<file path="config.mk">
export PLATFORM = sky130hd
export DESIGN_NAME = gpio_portdec
export DESIGN_NICKNAME = d
export VERILOG_FILES = /design/src/rtl/gpio_pd_pkg.sv /design/src/rtl/gpio_cfg_regs.sv /design/src/rtl/gpio_port_decode.sv /design/src/rtl/gpio_pin_group.sv /design/src/rtl/gpio_portdec.sv
export SDC_FILE = /design/constraint.sdc
export NUM_CORES = 1
export LEC_CHECK = 0
export BUFFER_PORTS_ARGS = -buffer_cell sky130_fd_sc_hd__clkbuf_2
export CAP_MARGIN = 20
export CELL_PAD_IN_SITES_DETAIL_PLACEMENT = 1
export CELL_PAD_IN_SITES_GLOBAL_PLACEMENT = 2
export CORE_MARGIN = 1.5
export CORE_UTILIZATION = 32
export DETAILED_ROUTE_END_ITERATION = 10
export PLACE_DENSITY = 0.84
export SLEW_MARGIN = 40
export SYNTH_ARGS = -nofsm -noshare
export SYNTH_HDL_FRONTEND = slang
export SYNTH_HIERARCHICAL = 1
export SYNTH_SLANG_ARGS = --single-unit
</file>
<file path="constraint.sdc">
create_clock -name clk -period 3.05 [get_ports clk]
set_input_delay 0.305 -clock clk [delete_from_list [all_inputs] [get_ports clk]]
set_output_delay 0.305 -clock clk [all_outputs]
set_load 0.05 [all_outputs]
</file>
<file path="src/rtl/gpio_pd_pkg.sv">
package gpio_pd_pkg;
   localparam logic [7:0] IDX_PWR     = 8'h10;
   localparam logic [7:0] IDX_BASE_LO = 8'h11;
   localparam logic [7:0] IDX_BASE_HI = 8'h12;
   localparam logic [7:0] IDX_DIR1    = 8'h15;
   localparam logic [7:0] IDX_DIR2    = 8'h18;
   localparam logic [7:0] IDX_LOCK_LO = 8'h11;
   localparam logic [7:0] IDX_LOCK_HI = 8'h1A;
   localparam logic [7:0] PWR_RESET   = 8'h30;

   // Bit positions within the power-control byte
   localparam int B_UNLOCK  = 0;
   localparam int B_CK1_OFF = 1;
   localparam int B_CK2_OFF = 2;
   localparam int B_REFRESH = 3;
   localparam int B_SYS_PD  = 4;
   localparam int B_CK_PD   = 5;
   localparam int B_ISOLATE = 6;

   typedef struct packed {
      logic isolate;
      logic ck1_en;
      logic ck2_en;
      logic sys_en;
      logic refresh;
   } pwr_ctl_t;
endpackage

</file>
<file path="src/rtl/gpio_cfg_regs.sv">
module gpio_cfg_regs
   import gpio_pd_pkg::*;
#(
   parameter int G1_W = 8,
   parameter int G2_W = 4
) (
   input  logic            clk,
   input  logic            rst_n,
   input  logic            cfg_wr,
   input  logic [7:0]      cfg_idx,
   input  logic [7:0]      cfg_wdata,
   output logic [7:0]      cfg_rdata,
   output logic [7:0]      pwr_q,
   output logic [15:0]     base_q,
   output logic [G1_W-1:0] dir1_q,
   output logic [G2_W-1:0] dir2_q
);
   logic unlocked;
   logic in_locked_span;

   assign unlocked       = pwr_q[B_UNLOCK];
   assign in_locked_span = (cfg_idx >= IDX_LOCK_LO) && (cfg_idx <= IDX_LOCK_HI);

   always_ff @(posedge clk) begin
      if (!rst_n) begin
         pwr_q  <= PWR_RESET;
         base_q <= '0;
         dir1_q <= '0;
         dir2_q <= '0;
      end else if (cfg_wr) begin
         if (cfg_idx == IDX_PWR)
            pwr_q <= cfg_wdata;
         else if (in_locked_span && unlocked) begin
            case (cfg_idx)
               IDX_BASE_LO: base_q[7:0]  <= cfg_wdata;
               IDX_BASE_HI: base_q[15:8] <= cfg_wdata;
               IDX_DIR1:    dir1_q       <= cfg_wdata[G1_W-1:0];
               IDX_DIR2:    dir2_q       <= cfg_wdata[G2_W-1:0];
               default: ;
            endcase
         end
      end
   end

   always_comb begin
      cfg_rdata = '0;
      case (cfg_idx)
         IDX_PWR:     cfg_rdata = pwr_q;
         IDX_BASE_LO: cfg_rdata = base_q[7:0];
         IDX_BASE_HI: cfg_rdata = base_q[15:8];
         IDX_DIR1:    cfg_rdata[G1_W-1:0] = dir1_q;
         IDX_DIR2:    cfg_rdata[G2_W-1:0] = dir2_q;
         default:     cfg_rdata = '0;
      endcase
   end
endmodule

</file>
<file path="src/rtl/gpio_port_decode.sv">
module gpio_port_decode #(
   parameter int AW = 16
) (
   input  logic [AW-1:0] base,
   input  logic [AW-1:0] io_addr,
   output logic          sel_lo,
   output logic          sel_hi
);
   logic          base_on;
   logic [AW-1:0] base_nxt;

   assign base_on  = |base;
   assign base_nxt = base + AW'(1);
   assign sel_lo   = base_on && (io_addr == base);
   assign sel_hi   = base_on && (io_addr == base_nxt);
endmodule

</file>
<file path="src/rtl/gpio_pin_group.sv">
module gpio_pin_group #(
   parameter int W    = 8,
   parameter int SYNC = 2
) (
   input  logic         clk,
   input  logic         rst_n,
   input  logic         lat_we,
   input  logic [W-1:0] lat_wdata,
   input  logic [W-1:0] dir,
   input  logic [W-1:0] pad_in,
   output logic [W-1:0] pad_out,
   output logic [W-1:0] pad_oe,
   output logic [W-1:0] rd_val
);
   logic [W-1:0] latch_q;
   logic [W-1:0] pad_s;

   always_ff @(posedge clk) begin
      if (!rst_n)      latch_q <= '0;
      else if (lat_we) latch_q <= lat_wdata;
   end

   generate
      if (SYNC == 0) begin : g_nosync
         assign pad_s = pad_in;
      end else begin : g_sync
         logic [W-1:0] stg [SYNC];
         always_ff @(posedge clk) begin
            if (!rst_n) begin
               for (int i = 0; i < SYNC; i++) stg[i] <= '0;
            end else begin
               stg[0] <= pad_in;
               for (int i = 1; i < SYNC; i++) stg[i] <= stg[i-1];
            end
         end
         assign pad_s = stg[SYNC-1];
      end
   endgenerate

   assign pad_out = latch_q;
   assign pad_oe  = dir;
   assign rd_val  = (dir & latch_q) | (~dir & pad_s);
endmodule

</file>
<file path="src/rtl/gpio_portdec.sv">
module gpio_portdec
   import gpio_pd_pkg::*;
#(
   parameter int G1_W        = 8,
   parameter int G2_W        = 4,
   parameter int SYNC_STAGES = 2
) (
   input  logic            clk,
   input  logic            rst_n,
   input  logic            cfg_wr,
   input  logic [7:0]      cfg_idx,
   input  logic [7:0]      cfg_wdata,
   output logic [7:0]      cfg_rdata,
   input  logic [15:0]     io_addr,
   input  logic            io_wr,
   input  logic            io_rd,
   input  logic [7:0]      io_wdata,
   output logic [7:0]      io_rdata,
   output logic            io_hit,
   input  logic [G1_W-1:0] g1_in,
   output logic [G1_W-1:0] g1_out,
   output logic [G1_W-1:0] g1_oe,
   input  logic [G2_W-1:0] g2_in,
   output logic [G2_W-1:0] g2_out,
   output logic [G2_W-1:0] g2_oe,
   output logic            bus_isolate,
   output logic            clkout1_en,
   output logic            clkout2_en,
   output logic            sysclk_en,
   output logic            refresh_en
);
   localparam int AW = 16;

   if (G1_W < 1 || G1_W > 8) begin : g_bad_g1
      $error("G1_W must lie in 1..8");
   end
   if (G2_W < 1 || G2_W > 8) begin : g_bad_g2
      $error("G2_W must lie in 1..8");
   end
   if (SYNC_STAGES < 0 || SYNC_STAGES > 4) begin : g_bad_sync
      $error("SYNC_STAGES must lie in 0..4");
   end

   logic [7:0]      pwr_q;
   logic [AW-1:0]   base_q;
   logic [G1_W-1:0] dir1_q, rd1;
   logic [G2_W-1:0] dir2_q, rd2;
   logic            sel_lo, sel_hi, we1, we2;
   pwr_ctl_t        pc;

   gpio_cfg_regs #(.G1_W(G1_W), .G2_W(G2_W)) u_regs (
      .clk(clk), .rst_n(rst_n), .cfg_wr(cfg_wr), .cfg_idx(cfg_idx),
      .cfg_wdata(cfg_wdata), .cfg_rdata(cfg_rdata), .pwr_q(pwr_q),
      .base_q(base_q), .dir1_q(dir1_q), .dir2_q(dir2_q)
   );

   gpio_port_decode #(.AW(AW)) u_dec (
      .base(base_q), .io_addr(io_addr), .sel_lo(sel_lo), .sel_hi(sel_hi)
   );

   assign we1 = io_wr && sel_lo && pwr_q[B_UNLOCK];
   assign we2 = io_wr && sel_hi && pwr_q[B_UNLOCK];

   gpio_pin_group #(.W(G1_W), .SYNC(SYNC_STAGES)) u_g1 (
      .clk(clk), .rst_n(rst_n), .lat_we(we1), .lat_wdata(io_wdata[G1_W-1:0]),
      .dir(dir1_q), .pad_in(g1_in), .pad_out(g1_out), .pad_oe(g1_oe), .rd_val(rd1)
   );

   gpio_pin_group #(.W(G2_W), .SYNC(SYNC_STAGES)) u_g2 (
      .clk(clk), .rst_n(rst_n), .lat_we(we2), .lat_wdata(io_wdata[G2_W-1:0]),
      .dir(dir2_q), .pad_in(g2_in), .pad_out(g2_out), .pad_oe(g2_oe), .rd_val(rd2)
   );

   assign io_hit = (io_rd || io_wr) && (sel_lo || sel_hi);

   always_comb begin
      io_rdata = '0;
      if (io_rd && sel_lo)      io_rdata[G1_W-1:0] = rd1;
      else if (io_rd && sel_hi) io_rdata[G2_W-1:0] = rd2;
   end

   always_comb begin
      pc.isolate = pwr_q[B_ISOLATE];
      pc.ck1_en  = !pwr_q[B_CK1_OFF] && !(pwr_q[B_ISOLATE] && pwr_q[B_CK_PD]);
      pc.ck2_en  = !pwr_q[B_CK2_OFF] && !(pwr_q[B_ISOLATE] && pwr_q[B_CK_PD]);
      pc.sys_en  = !(pwr_q[B_ISOLATE] && pwr_q[B_SYS_PD]);
      pc.refresh = pwr_q[B_REFRESH];
   end

   assign bus_isolate = pc.isolate;
   assign clkout1_en  = pc.ck1_en;
   assign clkout2_en  = pc.ck2_en;
   assign sysclk_en   = pc.sys_en;
   assign refresh_en  = pc.refresh;
endmodule

</file>
### Yosys cells after proc, flatten, opt, wreduce, memory -nomap -nowiden

Memory sizes are Yosys's and may differ from the RTL's.
Index checks and enable logic that the tools add are counted.

* flip-flop bits (word level): 48
* word-level logic and storage cells: 70
* memory bits (writable): 24
* bits of input ports: 57
* memories: 2

* equality and inequality tests: 7
* magnitude comparators: 2
* bitwise operators: 13
* reduce and logical (&&, ||, !) cells: 27
* add/sub/neg operators: 1
* mux-type cells: 11

Memories
* u_g1.g_sync.stg: depth 2, bits a word 8, read ports 2, clocked after memory_dff 0, wr ports 2, line gpio_pin_group.sv:27 `logic [W-1:0] stg [SYNC];`
* u_g2.g_sync.stg: depth 2, bits a word 4, read ports 2, clocked after memory_dff 0, wr ports 2, line gpio_pin_group.sv:27

Operators by type and width (number)
* equality test 8 x 5 -> 1 bit (second input constant): 5
* equality test 16 bit: 2
* 2-to-1 mux 4 bit: 5
* case mux 4 bit (5 select lines): 1
* adder 16 x 1 -> 16 bit (second input constant): 1
* bitwise AND 8 bit: 2
* 2-to-1 mux 8 bit: 2
* case mux 4 bit (4 select lines): 1
* AND reduction 4 bit: 4
* OR reduction 16 bit: 1
* logical AND 1 bit: 15
* bitwise AND 4 bit: 2
* greater-or-equal comparator 8 x 5 -> 1 bit (second input constant): 1
* <= comparator 8 x 5 -> 1 bit (second input constant): 1
* inverter 8 bit: 1
* bitwise OR 8 bit: 1
* logical NOT 1 bit: 4
* inverter 4 bit: 1
* bitwise OR 1 bit: 4
* bitwise OR 4 bit: 1
* logical OR 1 bit: 2
* 2-to-1 mux 1 bit: 2
* AND reduction 2 bit: 1
* inverter 1 bit: 1

### Depth between registers and ports, before layout

* word-level depth: 6
* gate-level depth with buffers: 11

### Cells and area by module

Netlist, hierarchy kept.

Modules (own cells, without submodules)
* gpio_cfg_regs: instances 1, cells an instance 198, area each 1801.7 um^2, sequential area each 720.7 um^2
* gpio_pin_group at u_g1: instances 1, cells an instance 75, area each 882.1 um^2, sequential area each 480.5 um^2
* gpio_port_decode: instances 1, cells an instance 103, area each 705.7 um^2, sequential area each 0.0 um^2
* gpio_pin_group at u_g2: instances 1, cells an instance 38, area each 446.7 um^2, sequential area each 240.2 um^2
* gpio_portdec: instances 1, cells an instance 17, area each 127.6 um^2, sequential area each 0.0 um^2

### Worst setup path after synthesis

No wires, ideal clock.

* kind: reg2out
* from: register u_regs.base_q[1]
* to: output port io_rdata[0]
* stages on the path, launching flop included: 10
* path buffers: 0
* setup slack: 0.374 ns
* required time: 2.745 ns
* arrival time: 2.371 ns
* cell sequence: dfxtp_1 -> ha_1 -> and3_1 -> nand2_1 -> nor2_1 -> mux2i_1 -> o31ai_1 -> nor4_2 -> and2_4 -> a32o_1

* longest elaborated chain between the ends: 6

Ends and longest elaborated chain
* start: declaration: line gpio_cfg_regs.sv:14 `output logic [15:0] base_q,`
* start signal: assignment: line gpio_cfg_regs.sv:35 `IDX_BASE_LO: base_q[7:0] <= cfg_wdata;`
* adder 16 x 1 -> 16 bit: line gpio_port_decode.sv:13 `assign base_nxt = base + AW'(1);`
* equality test 16 bit: line gpio_port_decode.sv:15 `assign sel_hi = base_on && (io_addr == base_nxt);`
* logical AND 1 bit *: line gpio_port_decode.sv:15
* via sel_hi: line gpio_portdec.sv:48 `logic sel_lo, sel_hi, we1, we2;`
* logical AND 1 bit *: line gpio_portdec.sv:79 `else if (io_rd && sel_hi) io_rdata[G2_W-1:0] = rd2;`
* 2-to-1 mux 4 bit *: line gpio_portdec.sv:79
* 2-to-1 mux 4 bit *: line gpio_portdec.sv:78 `if (io_rd && sel_lo) io_rdata[G1_W-1:0] = rd1;`
* end: declaration: line gpio_portdec.sv:18 `output logic [7:0] io_rdata,`

Mark *: on every way through the listed nets, which the timed path passes. The rest lies on a longest branch.

### Final worst setup path

* from: register u_regs.base_q[0]
* to: output port io_rdata[3]

The elaborated chain is that of the path after synthesis.

==> flow_summary.json <==
{
  "dominant_combinational_cell_family_by_area_after_synthesis": "simple AND/OR/NAND/NOR gates",
  "worst_slack_ns": -0.06447,
  "syn_area_per_cell_um2": 9.197,
  "synth-seq-area-share_pct": 36.36,
  "tritoncts": "done",
  "path_max_fanout": 5,
  "crit_path_end_kind": "primary output",
  "design.die.area_um2": 13060,
  "drt_pass1_iterations": 4,
  "synth_area_um2": 3964,
  "placeableCoreArea_um2": 12060,
  "worstPathArrival_ns": 2.81,
  "reg2reg_depth": 11,
  "grt.busiest_layer": "met2",
  "via_count": 3500,
  "final_hold_viol_count": 0,
  "finish.utilization_pct": 42.90,
  "final_net_count": 595,
  "path_buf_inv": 2,
  "hold-path-endpoint": "u_g2/g_sync.stg[0][3]$_SDFF_PN0_",
  "floorplan.io_pins": 103,
  "cts.sinks": 72,
  "synth_fa_ha_area_share_pct": 0.6313,
  "floorplan.die.width_um": 114.3,
  "grt_use_met1_pct": 24.26,
  "yosys-top-cells-area": "sky130_fd_sc_hd__dfxtp_1 36%, sky130_fd_sc_hd__mux2i_1 15%, sky130_fd_sc_hd__nand2_1 4.8%",
  "synthCells": 431,
  "power_leakage_nw": 2.223,
  "kind_of_launch_point_of_the_worst_setup_path": "flip-flop",
  "worstReg2RegStart": "u_regs/base_q[0]$_SDFFE_PN0P_",
  "first_global_vias": 3694,
  "count_of_input_and_output_buffers": 102,
  "synth_largest_type_area_fraction_pct": 36.36,
  "synth_xor_xnor_area_share_pct": 5.082,
  "drt_drc_violations_left": 0,
  "placement_rows": 40,
  "slew_worst_pin_ns": 0.6746,
  "post-route-period-util_pct": 102.1,
  "largest_net_degree_at_the_start_of_global_routing": 56,
  "synth_largest_area_cell": "sky130_fd_sc_hd__dfxtp_1",
  "unrepaired_setup_endpoints_after_global_routing": "true",
  "muxShareOfSynthArea_pct": 18.56,
  "antenna_cells_inserted": 0,
  "max_stage_delay_ns": 0.38,
  "final-max-slew-violation-count": 0,
  "numCtsBuffers": 9,
  "setup_viol_count_final": 4,
  "status": "complete, but fails checks",
  "max_freq_mhz": 321.1,
  "timing.setup.critical_path_class": "reg -> out",
  "worstPathCellList": "ha_4 > and3_4 > nand2_1 > nor2_1 > mux2i_1 > o31ai_1 > nor4_4 > buf_4 > and2_4 > a32o_2 > buf_8",
  "clock_tree.buffer_depth": 2,
  "slew_headroom_pct": 54.89,
  "synth-edff-count": 0,
  "cts_hold_buf": 0,
  "num-fill-cells": 1425,
  "crit_slowest_cell": "sky130_fd_sc_hd__dfxtp_4",
  "drive_above_1_share_pct": 37.04,
  "detail_route.vias_per_cell": 4.944,
  "mappedNetlistNets": 490,
  "crit_required_ns": 2.74,
  "layout-area-overhead-vs-synth_pct": 30.56,
  "power.density_cell_area_nw_per_um2": 429.5,
  "ys_async_rst_share_pct": 0,
  "critical_path.reg2reg.endpoint": "u_g2/pad_out[1]$_SDFFE_PN0P_",
  "gpl.final_weighted_congestion": 0.8472,
  "violations": "setup timing",
  "htree_num_levels": 3,
  "grt_util_met2_pct": 32.89,
  "grtUsageMet3_pct": 3.388,
  "ys_ff_latch": 72,
  "critical-path-top-delay-family": "simple AND/OR/NAND/NOR gates",
  "maxCapViolations": 0,
  "place.detailed.hpwl_mm": 9.080,
  "leading_register_cell_type_out_of_synthesis": "sky130_fd_sc_hd__dfxtp_1",
  "initial_utilization_pct": 32.86,
  "synthDistinctLibCells": 53,
  "clock_root_cell": "sky130_fd_sc_hd__clkbuf_16",
  "ant_nets": 0,
  "clkLatencyLatePin_ns": 0.33,
  "setup.reg_to_reg.worst_slack_ns": 0.35,
  "grt_usage_pct": 19.13,
  "clk_pin_slew_ns": 0.06,
  "ir_drop_mv": 0.3082,
  "synth_compound_area_share_pct": 6.692,
  "holdCritPathClass": "in -> reg",
  "drt_first_iter_violations": 121,
  "global_route.overflow_total": 0,
  "whs_ns": 0.1749,
  "synthesis.yosys.warnings": 6,
  "die_h_um": 114.3,
  "hold_path_depth": 2,
  "post_synth_most_frequent_cells": "72 x sky130_fd_sc_hd__dfxtp_1, 60 x sky130_fd_sc_hd__mux2i_1, 51 x sky130_fd_sc_hd__nand2_1",
  "synth.most_common_cell": "sky130_fd_sc_hd__dfxtp_1",
  "fin_worst_skew_ns": 0.006031,
  "period_needed_ns": 3.114,
  "routed_wl_mm": 12.05,
  "drt-wirelength-per-cell_um": 17.02,
  "grt_first_pass_wirelength_mm": 19.39,
  "critical_hold_path_startpoint": "g2_in[3]",
  "antenna_found_initial": 0,
  "synthSimpleGateAreaFrac_pct": 26.80
}
-- worst max-delay path by stage --
stage / from / endpoint / cells after the start
2_1_floorplan: u_regs/base_q[1]$_SDFFE_PN0P_ / io_rdata[0] / 9
3_3_place_gp: u_regs/base_q[0]$_SDFFE_PN0P_ / io_rdata[3] / 11
3_5_place_dp: u_regs/base_q[0]$_SDFFE_PN0P_ / io_rdata[1] / 11
4_1_cts: u_regs/base_q[0]$_SDFFE_PN0P_ / io_rdata[1] / 10
5_1_grt: u_regs/base_q[0]$_SDFFE_PN0P_ / io_rdata[3] / 11
6_report: u_regs/base_q[0]$_SDFFE_PN0P_ / io_rdata[3] / 11
-- area by class of cell --
class                   count  area (um^2)  area share [%]
clock buffers               9        225.2           4.352
multi-input cells         317         2424           46.83
flip-flops and latches     72         1454           28.09
clock inverters             6        85.08           1.644
repair buffers            126        737.0           14.24
well taps                 168        210.2           4.062
inverters                  10        40.04          0.7737
-- logic make-up after synthesis --
kind of cell | after synthesis
DFF | 72
adders and majority gates | 2
AOI/OAI and AO/OA | 37
and+or+nand+nor | 183
muxes | 72
xor gates and xnor gates | 23
buffers and inverters | 42
-- routing by layer --
layer	part of all wire, %	wire length (um)
met5	0	0
met4	1.4	165
met3	5.9	706
met2	49	5885
met1	44	5292
-- power by group --
part           internal (W)  leakage, nW  switching, W  total, W
clock              0.000708        0.147      0.000395   0.00110
sequential         0.000954        0.589    0.00000345  0.000957
combinational     0.0000701         1.49     0.0000926  0.000163
total               0.00173         2.22      0.000491   0.00222
-- state kept, by name (all words and copies together), names as in the netlist --
name,flops
u_g1/g_sync.stg,16
u_g1/pad_out,8
u_g2/g_sync.stg,8
u_g2/pad_out,4
u_regs/base_q,16
u_regs/dir1_q,8
u_regs/dir2_q,4
u_regs/pwr_q,8
-- cell usage in the layout, fill, tap and decap left out, types with 4 or more instances in the layout --
cell type                   netlist  routed
sky130_fd_sc_hd__dfxtp_2          0       4
sky130_fd_sc_hd__nand3_1         15      13
sky130_fd_sc_hd__and2_1          29      29
sky130_fd_sc_hd__buf_8            0       4
sky130_fd_sc_hd__nand3b_1         8       8
sky130_fd_sc_hd__nor2b_1         19      19
sky130_fd_sc_hd__dfxtp_1         72      66
sky130_fd_sc_hd__xor2_1          13      12
sky130_fd_sc_hd__nor3_1           7       5
sky130_fd_sc_hd__a32o_2           0       4
sky130_fd_sc_hd__nor2_1          12      12
sky130_fd_sc_hd__o21ai_0          6       6
sky130_fd_sc_hd__nand4_1          4       4
sky130_fd_sc_hd__and3_2           5       5
sky130_fd_sc_hd__mux2_2          12      12
sky130_fd_sc_hd__xnor2_1         10       7
sky130_fd_sc_hd__o22ai_1          4       4
sky130_fd_sc_hd__a21oi_1         10      10
sky130_fd_sc_hd__mux2i_1         60      60
sky130_fd_sc_hd__clkbuf_2         3      97
sky130_fd_sc_hd__buf_4           14      24
sky130_fd_sc_hd__nor4_1           5       5
sky130_fd_sc_hd__inv_1           10       9
sky130_fd_sc_hd__nand2_1         51      51
sky130_fd_sc_hd__clkbuf_16        0       9
sky130_fd_sc_hd__o311a_1          4       4
-- worst reg2reg max path, stage by stage (launching register included) --
cell and delay, ns:
sky130_fd_sc_hd__dfxtp_4 0.38, sky130_fd_sc_hd__ha_4 0.16, sky130_fd_sc_hd__and3_4 0.22, sky130_fd_sc_hd__nand2_1 0.12, sky130_fd_sc_hd__nor2_1 0.20, sky130_fd_sc_hd__mux2i_1 0.25, sky130_fd_sc_hd__o31ai_1 0.14, sky130_fd_sc_hd__nor4_4 0.29
sky130_fd_sc_hd__buf_4 0.20, sky130_fd_sc_hd__and3_1 0.34, sky130_fd_sc_hd__mux2i_1 0.24, sky130_fd_sc_hd__nor2b_1 0.06
-- repair_timing --
item | CTS | global route
endpoints found under the setup margin | 5 | 5
gates resized for setup | 24 | 22
pin swaps | 11 | 7
setup buffers | 5 | 0
-- stage by stage --
step | cells | total power (W) | setup TNS (ns) | instance area, um^2 | setup WS (ns)
floorplan | 431 | 0.001065 | 0 | 3964 | 0.3742
global placement | 687 | 0.001133 | 0 | 4631 | 0.1095
detailed placement | 687 | 0.001137 | -0.1778 | 4631 | -0.05196
CTS | 707 | 0.002241 | -0.005855 | 5087 | -0.005855
global route | 708 | 0.002313 | -0.8263 | 5175 | -0.1968
finish | 708 | 0.002223 | -0.2078 | 5175 | -0.06447
Power figures use the tool's default switching activity.
